`src/rtl/qual_pkg.sv`:
```
package qual_pkg;
  localparam int unsigned SHORT_CNT = 3;
  localparam int unsigned LONG_CNT  = 6;

  typedef enum logic {
    CNT_SHORT = 1'b0,
    CNT_LONG  = 1'b1
  } cnt_sel_e;
endpackage

```
`src/rtl/qual_sync.sv`:
```
module qual_sync #(
  parameter int unsigned W = 16
) (
  input  logic         clk,
  input  logic         rst_n,
  input  logic [W-1:0] d_async,
  output logic [W-1:0] d_sync
);
  logic [W-1:0] meta_q;
  logic [W-1:0] meta_d;
  logic [W-1:0] sync_q;
  logic [W-1:0] sync_d;

  always_comb begin
    meta_d = d_async;
    sync_d = meta_q;
  end

  always_ff @(posedge clk or negedge rst_n) begin
    if (!rst_n) begin
      meta_q <= '0;
      sync_q <= '0;
    end else begin
      meta_q <= meta_d;
      sync_q <= sync_d;
    end
  end

  assign d_sync = sync_q;
endmodule

```
`src/rtl/qual_strobe.sv`:
```
module qual_strobe #(
  parameter int unsigned PRD_W = 8
) (
  input  logic             clk,
  input  logic             rst_n,
  input  logic [PRD_W-1:0] prd,
  output logic             stb
);
  localparam int unsigned CNT_W = PRD_W + 1;

  logic [CNT_W-1:0] cnt_q, cnt_d;
  logic [PRD_W-1:0] prd_q, prd_d;
  logic             stb_q, stb_d;
  logic [CNT_W-1:0] last_cnt;
  logic             prd_new;
  logic             prd_zero;
  logic             at_end;

  always_comb begin
    last_cnt = {prd, 1'b0} - CNT_W'(1);
    prd_new  = (prd != prd_q);
    prd_zero = (prd == '0);
    at_end   = prd_zero || (cnt_q == last_cnt);
    prd_d    = prd;
    if (prd_new) begin
      cnt_d = '0;
      stb_d = 1'b0;
    end else if (at_end) begin
      cnt_d = '0;
      stb_d = 1'b1;
    end else begin
      cnt_d = cnt_q + CNT_W'(1);
      stb_d = 1'b0;
    end
  end

  always_ff @(posedge clk or negedge rst_n) begin
    if (!rst_n) begin
      cnt_q <= '0;
      prd_q <= '0;
      stb_q <= 1'b0;
    end else begin
      cnt_q <= cnt_d;
      prd_q <= prd_d;
      stb_q <= stb_d;
    end
  end

  assign stb = stb_q;
endmodule

```
`src/rtl/qual_filter.sv`:
```
module qual_filter
  import qual_pkg::*;
#(
  parameter int unsigned LONG  = LONG_CNT,
  parameter int unsigned SHORT = SHORT_CNT
) (
  input  logic clk,
  input  logic rst_n,
  input  logic smp_en,
  input  logic d_in,
  input  logic sel_long,
  output logic q
);
  localparam logic [LONG-1:0] MASK_LONG  = {LONG{1'b1}};
  localparam logic [LONG-1:0] MASK_SHORT = LONG'({SHORT{1'b1}});

  logic [LONG-1:0] hist_q, hist_d, mask;
  logic            q_q, q_d;
  logic            all_hi, all_lo;
  cnt_sel_e        sel;

  always_comb begin
    sel    = sel_long ? CNT_LONG : CNT_SHORT;
    mask   = (sel == CNT_LONG) ? MASK_LONG : MASK_SHORT;
    hist_d = {hist_q[LONG-2:0], d_in};
    all_hi = ((hist_d & mask) == mask);
    all_lo = ((hist_d & mask) == '0);
    if (all_hi)      q_d = 1'b1;
    else if (all_lo) q_d = 1'b0;
    else             q_d = q_q;
  end

  always_ff @(posedge clk or negedge rst_n) begin
    if (!rst_n) begin
      hist_q <= '0;
      q_q    <= 1'b0;
    end else if (smp_en) begin
      hist_q <= hist_d;
      q_q    <= q_d;
    end
  end

  assign q = q_q;
endmodule

```
`src/rtl/input_qualifier.sv`:
```
module input_qualifier #(
  parameter int unsigned N_IN  = 16,
  parameter int unsigned GRP   = 8,
  parameter int unsigned PRD_W = 8
) (
  input  logic                          clk,
  input  logic                          rst_n,
  input  logic [N_IN-1:0]               din,
  input  logic [(N_IN/GRP)*PRD_W-1:0]   period,
  input  logic [N_IN-1:0]               six_sel,
  output logic [N_IN-1:0]               qout
);
  localparam int unsigned N_GRP = N_IN / GRP;

  logic [N_IN-1:0]  din_s;
  logic [N_GRP-1:0] grp_stb;

  qual_sync #(.W(N_IN)) u_sync (
    .clk    (clk),
    .rst_n  (rst_n),
    .d_async(din),
    .d_sync (din_s)
  );

  for (genvar g = 0; g < N_GRP; g++) begin : g_grp
    qual_strobe #(.PRD_W(PRD_W)) u_stb (
      .clk  (clk),
      .rst_n(rst_n),
      .prd  (period[g*PRD_W +: PRD_W]),
      .stb  (grp_stb[g])
    );
  end

  for (genvar i = 0; i < N_IN; i++) begin : g_in
    qual_filter u_flt (
      .clk     (clk),
      .rst_n   (rst_n),
      .smp_en  (grp_stb[i/GRP]),
      .d_in    (din_s[i]),
      .sel_long(six_sel[i]),
      .q       (qout[i])
    );
  end
endmodule

```
`config.mk`:
```
export PLATFORM = sky130hd
export DESIGN_NAME = input_qualifier
export DESIGN_NICKNAME = d
export VERILOG_FILES = /design/src/rtl/qual_pkg.sv /design/src/rtl/qual_sync.sv /design/src/rtl/qual_strobe.sv /design/src/rtl/qual_filter.sv /design/src/rtl/input_qualifier.sv
export SDC_FILE = /design/constraint.sdc
export NUM_CORES = 1
export LEC_CHECK = 0
export ABC_AREA = 1
export BUFFER_PORTS_ARGS = -buffer_cell sky130_fd_sc_hd__buf_4
export CORE_ASPECT_RATIO = 0.7
export CORE_MARGIN = 2
export CORE_UTILIZATION = 50
export DETAILED_ROUTE_END_ITERATION = 10
export GPL_ROUTABILITY_DRIVEN = 0
export GPL_TIMING_DRIVEN = 0
export PLACE_DENSITY = 0.8
export REMOVE_ABC_BUFFERS = 1
export SYNTH_ARGS = -nofsm -noshare
export SYNTH_HDL_FRONTEND = slang
export SYNTH_SLANG_ARGS = --single-unit
```
`constraint.sdc`:
```
create_clock -name clk -period 1.5 [get_ports clk]
set_clock_uncertainty 0.2 [all_clocks]
set_input_delay 0.225 -clock clk [delete_from_list [all_inputs] [get_ports clk]]
set_output_delay 0.225 -clock clk [all_outputs]
set_load 0.05 [all_outputs]
```
==> results.py, run 1 <==
metrics = {
    "drt": {
        "dr.pass1.iters": 5,
        "post_drt_wl_per_cell_um": 13.9,
        "via_per_inst": 5.05,
        "ant_nets": 0,
        "drt_iter0_drc": 308,
        "num_vias": 5761,
        "wirelength_mm": 15.9,
        "drc_errors": 0,
    },
    "timing": {
        "max_freq_mhz": 595,
        "fin_setup_tns_ps": -2490,
        "period_needed_ps": 1680,
        "whs_ps": 123,
        "max-slew-margin-rel_pct": 69.9,
        "slew_viol_final": 0,
        "finalSetupViolCount": 25,
        "worst_pin_slew_ps": 452,
        "finalCritPeriodShare_pct": 112,
        "hold_viol_final": 0,
        "rsz0062_at_grt": "yes",
        "fin_ws_ps": -181,
    },
    "yosys": {
        "yosys-top-cells-area": "dfrtp_1, nand2_1, o21ai_0",
        "avgSynthCellArea_um2": 8.96,
        "synth_top_area_share_pct": 57.3,
        "synth_area_um2": 7160,
        "ys.flop_type": "dfrtp_1",
        "yosysSeqAreaShare_pct": 57.3,
        "synth.most_common_cell": "nand2_1",
        "synth-seq-cells": 164,
        "yosysTopAreaCell": "dfrtp_1",
        "async_flop_share_pct": 100,
        "synthCells": 799,
        "synth_edf_count": 0,
        "ys_top_cells_by_count": "nand2_1, dfrtp_1, inv_1",
        "yosys_warnings": 0,
        "ys_types": 29,
    },
    "critical_path": {
        "r2r_end": "g_in[15].u_flt.q",
        "cp-end-kind": "flop",
        "cp_slowest_cell": "dfrtp_4",
        "critPathBufInv": 3,
        "cp_max_fo": 3,
        "cpMostUsedCell": "o21ai_1",
        "reg2reg_depth": 7,
        "critical_path_required_ps": 1590,
        "startpoint": "g_grp[1].u_stb.stb",
        "worst_setup_path_start_kind": "flop",
        "crit_type": "flop to flop",
        "r2r-start": "g_grp[1].u_stb.stb",
        "slowest_delay_ps": 440,
        "cp_top_family": "flip-flops",
        "r2r_setup_slack_ps": -180,
        "path_cells": "buf_16, clkinvlp_4, buf_6, nor2_4, nand3_1, o21ai_1, o21ai_1",
        "cp.arrival_ps": 1770,
    },
    "outcome": {
        "outcome": "finished, violations left",
        "violations": "negative setup slack",
    },
    "global_route": {
        "globalRoute.totalOverflow": 0,
        "antenna_found_initial": 0,
        "grt_usage_pct": 21.0,
        "grt_pass1_vias": 5464,
        "grt_first_pass_wirelength_mm": 25.9,
        "grt_max_degree": 93,
    },
    "final_layout": {
        "num_antenna_cells": 0,
        "final_util_pct": 67.8,
        "synthToLayoutAreaGrowth_pct": 32.2,
        "nets": 996,
        "drive_gt1_share_pct": 21.9,
    },
    "floorplan": {
        "die_h_um": 104,
        "start_util_pct": 51.3,
        "die-width_um": 147,
        "rows": 36,
        "io_pins": 66,
        "core_area_um2": 14000,
        "dieArea_um2": 15300,
    },
    "pwr": {
        "finalPower_mw": 9.04,
        "leakagePower_nw": 4.27,
        "cellPowerDensity_nw_per_um2": 955,
        "ir_drop_uv": 697,
    },
    "place": {
        "hpwlAfterDp_mm": 8.93,
        "port_buffers": 65,
    },
    "cts": {
        "htreeDepth": 4,
        "cts_max_path_buffers": 2,
        "clk_latency_ps": 420,
        "cts_buffers": 17,
        "tritoncts": "done",
        "cts_root_buf": "clkbuf_16",
        "path_clk_slew_ps": 70,
        "clock_sinks": 164,
    },
    "hold_path": {
        "min_path_type": "input port to asynchronous set/reset pin",
    },
    "job": {
        "drv_cap": 0,
    },
}
-- per-layer routing --
metal / part of all wire [%] / vias up / track usage [%]
met3: 4.1 / 29 / 5.44
met1: 47 / 2757 / 28.8
met2: 47 / 128 / 32.5
li1: - / 2847 / -
met4: 2.0 / 0 / 7.69
met5: 0 / - / 0
-- cell usage in the layout, fill, tap and decap left out, types with 8 or more instances in the layout --
cell type and count:
buf_4 93, clkbuf_16 17, dfrtp_1 162, dlygate4sd3_1 49, inv_1 98, nand2_1 165, nand3_1 25, nand4_1 21
nor2_1 52, nor2_2 17, nor2_4 12, nor3_1 8, o21ai_0 75, o21ai_1 19, o31ai_1 32, xnor2_1 8
xor2_1 17
-- flip-flops by register name, summed over array words and instances, names as in the netlist --
register	flops
g_grp.u_stb.prd_q	16
u_sync.d_sync	16
g_grp.u_stb.cnt_q	18
g_in.u_flt.hist_q	80
g_grp.u_stb.stb	2
u_sync.meta_q	16
g_in.u_flt.q	16
-- worst max path at each step --
stage | end | slack [ps] | cells past startpoint
CTS | g_grp[0].u_stb.cnt_q[8] | -110 | 9
finish | g_in[15].u_flt.q | -180 | 7
detailed placement | g_in[12].u_flt.q | -690 | 6
global route | g_grp[0].u_stb.cnt_q[8] | -240 | 9
global placement | g_in[8].u_flt.q | -1920 | 5
floorplan | g_in[12].u_flt.q | -1060 | 5
-- worst register-to-register path: stages (launching register included) --
cell	delay (ps)
dfrtp_4	440
buf_16	120
clkinvlp_4	110
buf_6	150
nor2_4	110
nand3_1	120
o21ai_1	190
o21ai_1	120
-- kinds of logic (layout without fill, tap and decap cells) --
group,count (synthesis),in the layout,synth area share [%]
DFF,164,164,57.3
xor gates and xnor gates,25,25,3.06
adders and majority gates,6,6,1.05
buffers and inverters,141,291,8.35
AOI/OAI and AO/OA,135,135,10.8
and+or+nand+nor,328,330,19.4
-- report_power, final --
part | leakage [nW] | internal [mW] | total [mW] | switching [mW]
Sequential | 2.18 | 4.49 | 4.52 | 0.0281
Clock | 0.257 | 2.29 | 3.98 | 1.69
Combinational | 1.84 | 0.257 | 0.541 | 0.284
-- repair_timing --
action / in CTS / in global routing
setup endpoints to repair: 58 / 142
hold buffers: 49 / 0
resized for setup: 48 / 62
pin swaps: 16 / 23
hold endpoints to repair: 120 / 0
cloned: 5 / 0
buffers inserted: 21 / 16
-- layout make-up --
cell class / count / area, um^2
multi-input combinational: 496 / 2740
clock inverter: 10 / 86.3
fill: 1100 / 4500
sequential: 164 / 4110
tap: 190 / 238
timing repair buffer: 155 / 1430
clock buffer: 20 / 447
timing repair inverter: 2 / 15.0
inverter: 104 / 398
-- per-stage QoR --
step,setup WS (ps),instances,cell area [um^2]
floorplan,-1060,762,6950
detailed placement,-694,1020,7760
CTS,-111,1125,9140
finish,-181,1141,9470
global placement,-1920,1017,7680
global route,-243,1141,9470
Note: power is estimated with default switching activity, not from simulation.
==> run 2: changes to the inputs <==
- ABC_AREA: 1 -> unset
- CORE_ASPECT_RATIO: 0.7 -> 0.8
==> run 2 against run 1 <==
The flow finishes with violations (negative hold slack, negative setup slack). Core utilization shrank 1.5 points. Register-to-register slack lost 740 ps. Area after synthesis is 2.3% lower. Critical path depth shrank 1. Critical endpoint is now g_grp[1].u_stb.cnt_q[4]. Global-route usage down 1.8 points.
==> results.py, run 2 <==
metrics = {
    "place": {
        "dp_slack_ps": -1420,
        "hpwlAfterDp_mm": 7.68,
        "place_area_um2": 7580,
        "port_buffers": 65,
    },
    "timing": {
        "worst_pin_slew_ps": 684,
        "finalSetupViolCount": 20,
        "fin_ws_ps": -919,
        "slew_viol_final": 0,
        "rsz0062_at_grt": "yes",
        "hold_viol_final": 74,
        "max-slew-margin-rel_pct": 54.4,
        "whs_ps": -392,
        "max_freq_mhz": 413,
        "finalCritPeriodShare_pct": 161,
        "period_needed_ps": 2420,
    },
    "drt": {
        "post_drt_wl_per_cell_um": 16.6,
        "via_per_inst": 5.54,
        "wirelength_mm": 14.0,
        "num_vias": 4681,
        "dr.pass1.iters": 4,
        "ant_nets": 0,
        "drt_iter0_drc": 235,
        "drc_errors": 0,
    },
    "pwr": {
        "p_clk_share_pct": 45.2,
        "pwr-share-seq_pct": 49.5,
        "switching_share_pct": 21.2,
        "p_int_mw": 7.20,
        "cellPowerDensity_nw_per_um2": 1020,
        "leakagePower_nw": 3.94,
        "ir_drop_uv": 776,
        "switching_power_mw": 1.94,
        "p_comb_share_pct": 5.3,
    },
    "global_route": {
        "met3_usage_pct": 5.16,
        "globalRoute.totalOverflow": 0,
        "grt_first_pass_wirelength_mm": 22.3,
        "antenna_found_initial": 0,
        "grt_use_met2_pct": 33.0,
        "met1_usage_pct": 23.6,
        "grt-busiest-layer": "met2",
        "grt_pass1_vias": 4800,
        "grt_max_degree": 91,
        "grt_usage_pct": 19.2,
    },
    "yosys": {
        "yosysSeqAreaShare_pct": 58.7,
        "synth_edf_count": 0,
        "yosys-top-cells-area": "dfrtp_1, mux2_2, xor2_1",
        "synthCells": 539,
        "yosysTopAreaCell": "dfrtp_1",
        "yosys_warnings": 0,
        "synth_area_um2": 6990,
        "ys.flop_type": "dfrtp_1",
        "ys_types": 47,
        "synth-seq-cells": 164,
        "avgSynthCellArea_um2": 13.0,
        "synth.most_common_cell": "dfrtp_1",
        "ys_top_cells_by_count": "dfrtp_1, mux2_2, nand3_1",
        "async_flop_share_pct": 100,
        "synth_top_area_share_pct": 58.7,
    },
    "final_layout": {
        "num_antenna_cells": 0,
        "nets": 709,
        "largest_reg_flops": 80,
        "layout_common_cells": "dfrtp_1, mux2_2, buf_4",
        "final_common_cell": "dfrtp_1",
        "seqCellArea_um2": 4110,
        "regMostFlops": "g_in.u_flt.hist_q",
        "fillCellCount": 989,
        "final_area_um2": 9010,
        "multi_input_area_um2": 2890,
        "synthToLayoutAreaGrowth_pct": 28.8,
        "top_regs": "g_in.u_flt.hist_q x80, g_grp.u_stb.cnt_q x18",
        "drive_gt1_share_pct": 35.0,
    },
    "floorplan": {
        "dieArea_um2": 15000,
        "rows": 38,
        "die-width_um": 136,
        "core_area_um2": 13600,
        "die_h_um": 110,
        "io_pins": 66,
        "start_util_pct": 51.4,
    },
    "cts": {
        "tritoncts": "done",
        "clock_sinks": 164,
        "clk_latency_ps": 420,
        "cts_buffers": 17,
        "cts_max_path_buffers": 2,
        "htreeDepth": 4,
        "cts_root_buf": "clkbuf_16",
        "path_clk_slew_ps": 60,
    },
    "critical_path": {
        "cp.arrival_ps": 2510,
        "slowest_delay_ps": 480,
        "cp_max_fo": 5,
        "path_cells": "xnor2_2, or4b_1, a2111o_1, a2111oi_4, buf_4, nor3_1",
        "reg2reg_depth": 6,
        "r2r_end": "g_grp[1].u_stb.cnt_q[4]",
        "critical_path_required_ps": 1590,
        "crit_type": "flop to flop",
        "cp-end-kind": "flop",
        "cp_slowest_cell": "or4b_1",
        "r2r_setup_slack_ps": -920,
        "r2r-start": "g_grp[1].u_stb.cnt_q[8]",
        "worst_setup_path_start_kind": "flop",
    },
    "hold_path": {
        "min_path_type": "input port to asynchronous set/reset pin",
    },
    "job": {
        "drv_cap": 0,
    },
    "outcome": {
        "violations": "negative hold slack, negative setup slack",
        "outcome": "finished, violations left",
    },
}
## run 2: cell types whose count changed after synthesis, moves of 7 or more
cell,delta
nand3_1,-7
a21o_1,+16
nor3_1,+10
a21oi_1,+18
xnor2_1,+16
nor4b_1,+17
inv_1,-99
xor2_1,+9
nand2_1,-145
nor2_1,-72
o21ai_0,-95
or2_2,-7
o31ai_1,-16
mux2_2,+80
## run 2: cells by family after synthesis
| kind of cell | share of synthesized area (%) |
|---|---|
| DFF | 58.7 |
| and+or+nand+nor | 10.9 |
| muxes | 12.9 |
| AOI/OAI and AO/OA | 7.14 |
| xor gates and xnor gates | 6.26 |
| buffers and inverters | 3.09 |
| adders and majority gates | 1.07 |
## run 2: repair_timing
| item | CTS | global route |
|---|---|---|
| buffers inserted | 7 | 3 |
| gates resized for setup | 20 | 21 |
| endpoints found under the setup margin | 29 | 32 |
| hold buffers | 47 | 1 |
| cloned | 2 | 1 |
| pin swaps | 11 | 5 |
| endpoints found under the hold margin | 123 | 75 |
## run 2: area by class of cell
type | count | area share (%)
multi-input cells | 337 | 32.1
inverters | 4 | 0.167
well taps | 180 | 2.50
clock buffers | 21 | 5.00
flip-flops and latches | 164 | 45.6
repair buffers | 129 | 13.5
clock inverters | 10 | 1.21
## run 2: metrics by stage
stage / hold slack, ps / instances / TNS (ps) / util (%) / power (mW)
2_1_floorplan: -271 / 505 / -66300 / - / 4.71
3_3_place_gp: 132 / 750 / -220310 / 55.2 / 4.94
3_5_place_dp: 87.2 / 753 / -24450 / 55.7 / 4.97
4_1_cts: -371 / 840 / -11890 / 64.9 / 9.21
5_1_grt: -337 / 845 / -13870 / 66.2 / 9.49
6_report: -392 / 845 / -12430 / 66.2 / 9.15
## run 2: routing by layer
| metal | share of wire, % | vias up |
|---|---|---|
| li1 | - | 2168 |
| met1 | 43 | 2373 |
| met2 | 51 | 124 |
| met3 | 4.3 | 16 |
| met4 | 1.0 | 0 |
| met5 | 0 | - |
## run 2: critical path, delay by kind of cell, from the launching register on
family | cells | cell delay (ps)
AOI/OAI and AO/OA | 2 | 780
and+or+nand+nor | 2 | 540
buffers and inverters | 1 | 200
DFF | 1 | 410
xor gates and xnor gates | 1 | 160
## run 2: how the worst max path moves through the flow
stage | start | to | slack [ps] | cells past startpoint
global placement | period[10] | g_grp[1].u_stb.cnt_q[2] | -1340 | 6
global route | g_grp[1].u_stb.cnt_q[8] | g_grp[1].u_stb.cnt_q[2] | -960 | 6
finish | g_grp[1].u_stb.cnt_q[8] | g_grp[1].u_stb.cnt_q[4] | -920 | 6
CTS | g_grp[1].u_stb.cnt_q[8] | g_grp[1].u_stb.cnt_q[4] | -890 | 6
detailed placement | period[10] | g_grp[1].u_stb.cnt_q[7] | -1420 | 6
floorplan | period[10] | g_grp[1].u_stb.cnt_q[2] | -1030 | 5
## run 2: power by group through the flow
stage                     registers, mW  logic, mW  clock network, mW
final                              4.53      0.484               4.13
after global routing               4.53      0.533               4.42
after CTS                          4.53      0.479               4.21
after detailed placement           4.60      0.369                  0
after global placement             4.60      0.341                  0
after floorplan                    4.60      0.110                  0
==> run 3: changes to the inputs <==
- PLACE_DENSITY: 0.8 -> 0.77
==> run 3 against run 2 <==
The flow still finishes with violations (negative hold slack, negative setup slack). Hold slack worse by 37 ps. Sequential power hardly changed. Fmax is 0.64% lower. Wire length is 5.6% lower. Global-route usage is 0.14 points lower. Sequential cell count stayed put. Setup slack worse by 15 ps. Count of clock-buffer cells in the layout is 1 higher. Final cell count is 0.59% higher. Core utilization is 0.82 points higher. First-iteration DRC count is 24% higher. Largest power group is now clock.
==> results.py, run 3 (synthesis results as in run 2) <==
metrics = {
    "outcome": {
        "outcome": "finished, violations left",
        "violations": "negative hold slack, negative setup slack",
    },
    "timing": {
        "fin_ws_ps": -934,
        "slew_viol_final": 0,
        "whs_ps": -430,
        "rsz0062_at_grt": "yes",
        "max-slew-margin-rel_pct": 61.8,
        "fin_setup_tns_ps": -12170,
        "max_freq_mhz": 411,
        "finalCritPeriodShare_pct": 162,
        "worst_pin_slew_ps": 573,
        "period_needed_ps": 2430,
        "finalSetupViolCount": 20,
        "hold_viol_final": 61,
    },
    "floorplan": {
        "rows": 38,
        "io_pins": 66,
        "die_h_um": 110,
        "core_area_um2": 13600,
        "die-width_um": 136,
        "start_util_pct": 51.4,
        "dieArea_um2": 15000,
    },
    "drt": {
        "wirelength_mm": 13.2,
        "drc_errors": 0,
        "dr.pass1.iters": 6,
        "num_vias": 4589,
        "drt_iter0_drc": 292,
        "via_per_inst": 5.40,
        "post_drt_wl_per_cell_um": 15.5,
        "ant_nets": 0,
    },
    "critical_path": {
        "worst_setup_path_start_kind": "flop",
        "r2r-start": "g_grp[1].u_stb.cnt_q[8]",
        "critical_path_required_ps": 1590,
        "cp.arrival_ps": 2520,
        "cp_max_fo": 5,
        "crit_type": "flop to flop",
        "startpoint": "g_grp[1].u_stb.cnt_q[8]",
        "cp-end-kind": "flop",
    },
    "global_route": {
        "grt_usage_pct": 19.1,
        "globalRoute.totalOverflow": 0,
        "grt_first_pass_wirelength_mm": 22.0,
        "antenna_found_initial": 0,
        "grt_pass1_vias": 4734,
        "grt_max_degree": 104,
    },
    "pwr": {
        "ir_drop_uv": 801,
        "leakagePower_nw": 4.00,
        "cellPowerDensity_nw_per_um2": 1050,
    },
    "cts": {
        "cts_buffers": 17,
        "clock_sinks": 164,
        "clk_latency_ps": 420,
        "htreeDepth": 4,
        "cts_root_buf": "clkbuf_16",
        "path_clk_slew_ps": 60,
        "cts_max_path_buffers": 2,
        "tritoncts": "done",
        "hold_buffers": 48,
    },
    "final_layout": {
        "num_antenna_cells": 0,
        "stdcell_count": 850,
        "layout_common_cells": "dfrtp_1, mux2_2, buf_4",
        "drive_gt1_share_pct": 35.4,
        "final_common_cell": "dfrtp_1",
        "regMostFlops": "g_in.u_flt.hist_q",
        "nets": 714,
        "largest_reg_flops": 80,
        "final_util_pct": 67.1,
        "top_regs": "g_in.u_flt.hist_q x80, g_grp.u_stb.cnt_q x18",
        "synthToLayoutAreaGrowth_pct": 30.4,
    },
    "job": {
        "drv_cap": 0,
    },
    "place": {
        "port_buffers": 65,
        "hpwlAfterDp_mm": 7.87,
        "dp_slack_ps": -1360,
        "dp_cells": 753,
    },
    "hold_path": {
        "min_path_type": "input port to asynchronous set/reset pin",
    },
}
[run 3: where the power goes]
part	leakage (nW)	internal, mW	switching, mW
sequential	2.09	4.49	0.0374
combinational	1.60	0.249	0.232
clock	0.306	2.90	1.66
total	4.00	7.64	1.93
[run 3: metrics by stage]
step                      total power, mW  cell area, um^2
final                                9.57             9120
after detailed placement             4.97             7580
after global routing                 9.96             9120
after CTS                            9.65             8950
after global placement               4.95             7510
after floorplan                      4.71             6790
[run 3: what timing repair did]
item / 4_1_cts / 5_1_grt
buffers inserted: 11 / 2
pin swaps: 12 / 3
gates cloned: 4 / 1
endpoints found under the setup margin: 35 / 34
resized for setup: 21 / 22
endpoints found under the hold margin: 110 / 61
[run 3: final cells by class]
| cell class | instances | area (um^2) |
|---|---|---|
| fillers | 976 | 4480 |
| flip-flops and latches | 164 | 4110 |
| multi-input cells | 337 | 2900 |
| repair buffers | 134 | 1250 |
| clock buffers | 22 | 474 |
| well taps | 180 | 225 |
| clock inverters | 9 | 151 |
| inverters | 4 | 15.0 |
[run 3: routing by layer]
| metal | share of wire [%] | GRT usage [%] | vias to the layer above | routed length [um] |
|---|---|---|---|---|
| li1 | - | - | 2176 | - |
| met1 | 44 | 23.3 | 2302 | 5850 |
| met2 | 50 | 32.2 | 88 | 6660 |
| met3 | 3.9 | 5.67 | 23 | 513 |
| met4 | 1.4 | 7.29 | 0 | 187 |
| met5 | 0 | 0 | - | 0 |
[run 3: critical path, stage by stage, from the launching register on]
cell	delay, ps
dfrtp_1	420
xnor2_2	150
or4b_1	480
a2111o_1	440
a2111oi_4	350
buf_4	210
nor3_1	60
[run 3: final timing paths]
path,endpoint,slack [ps],depth (start not counted)
setup / recovery,g_grp[1].u_stb.cnt_q[6],-930,6
hold / removal,u_sync.d_sync[0],-430,1
setup reg to reg,g_grp[1].u_stb.cnt_q[6],-930,6
hold reg to reg,u_sync.d_sync[3],140,0
max in group asynchronous,g_grp[0].u_stb.stb,640,2
min in group clk,g_grp[1].u_stb.stb,30,4
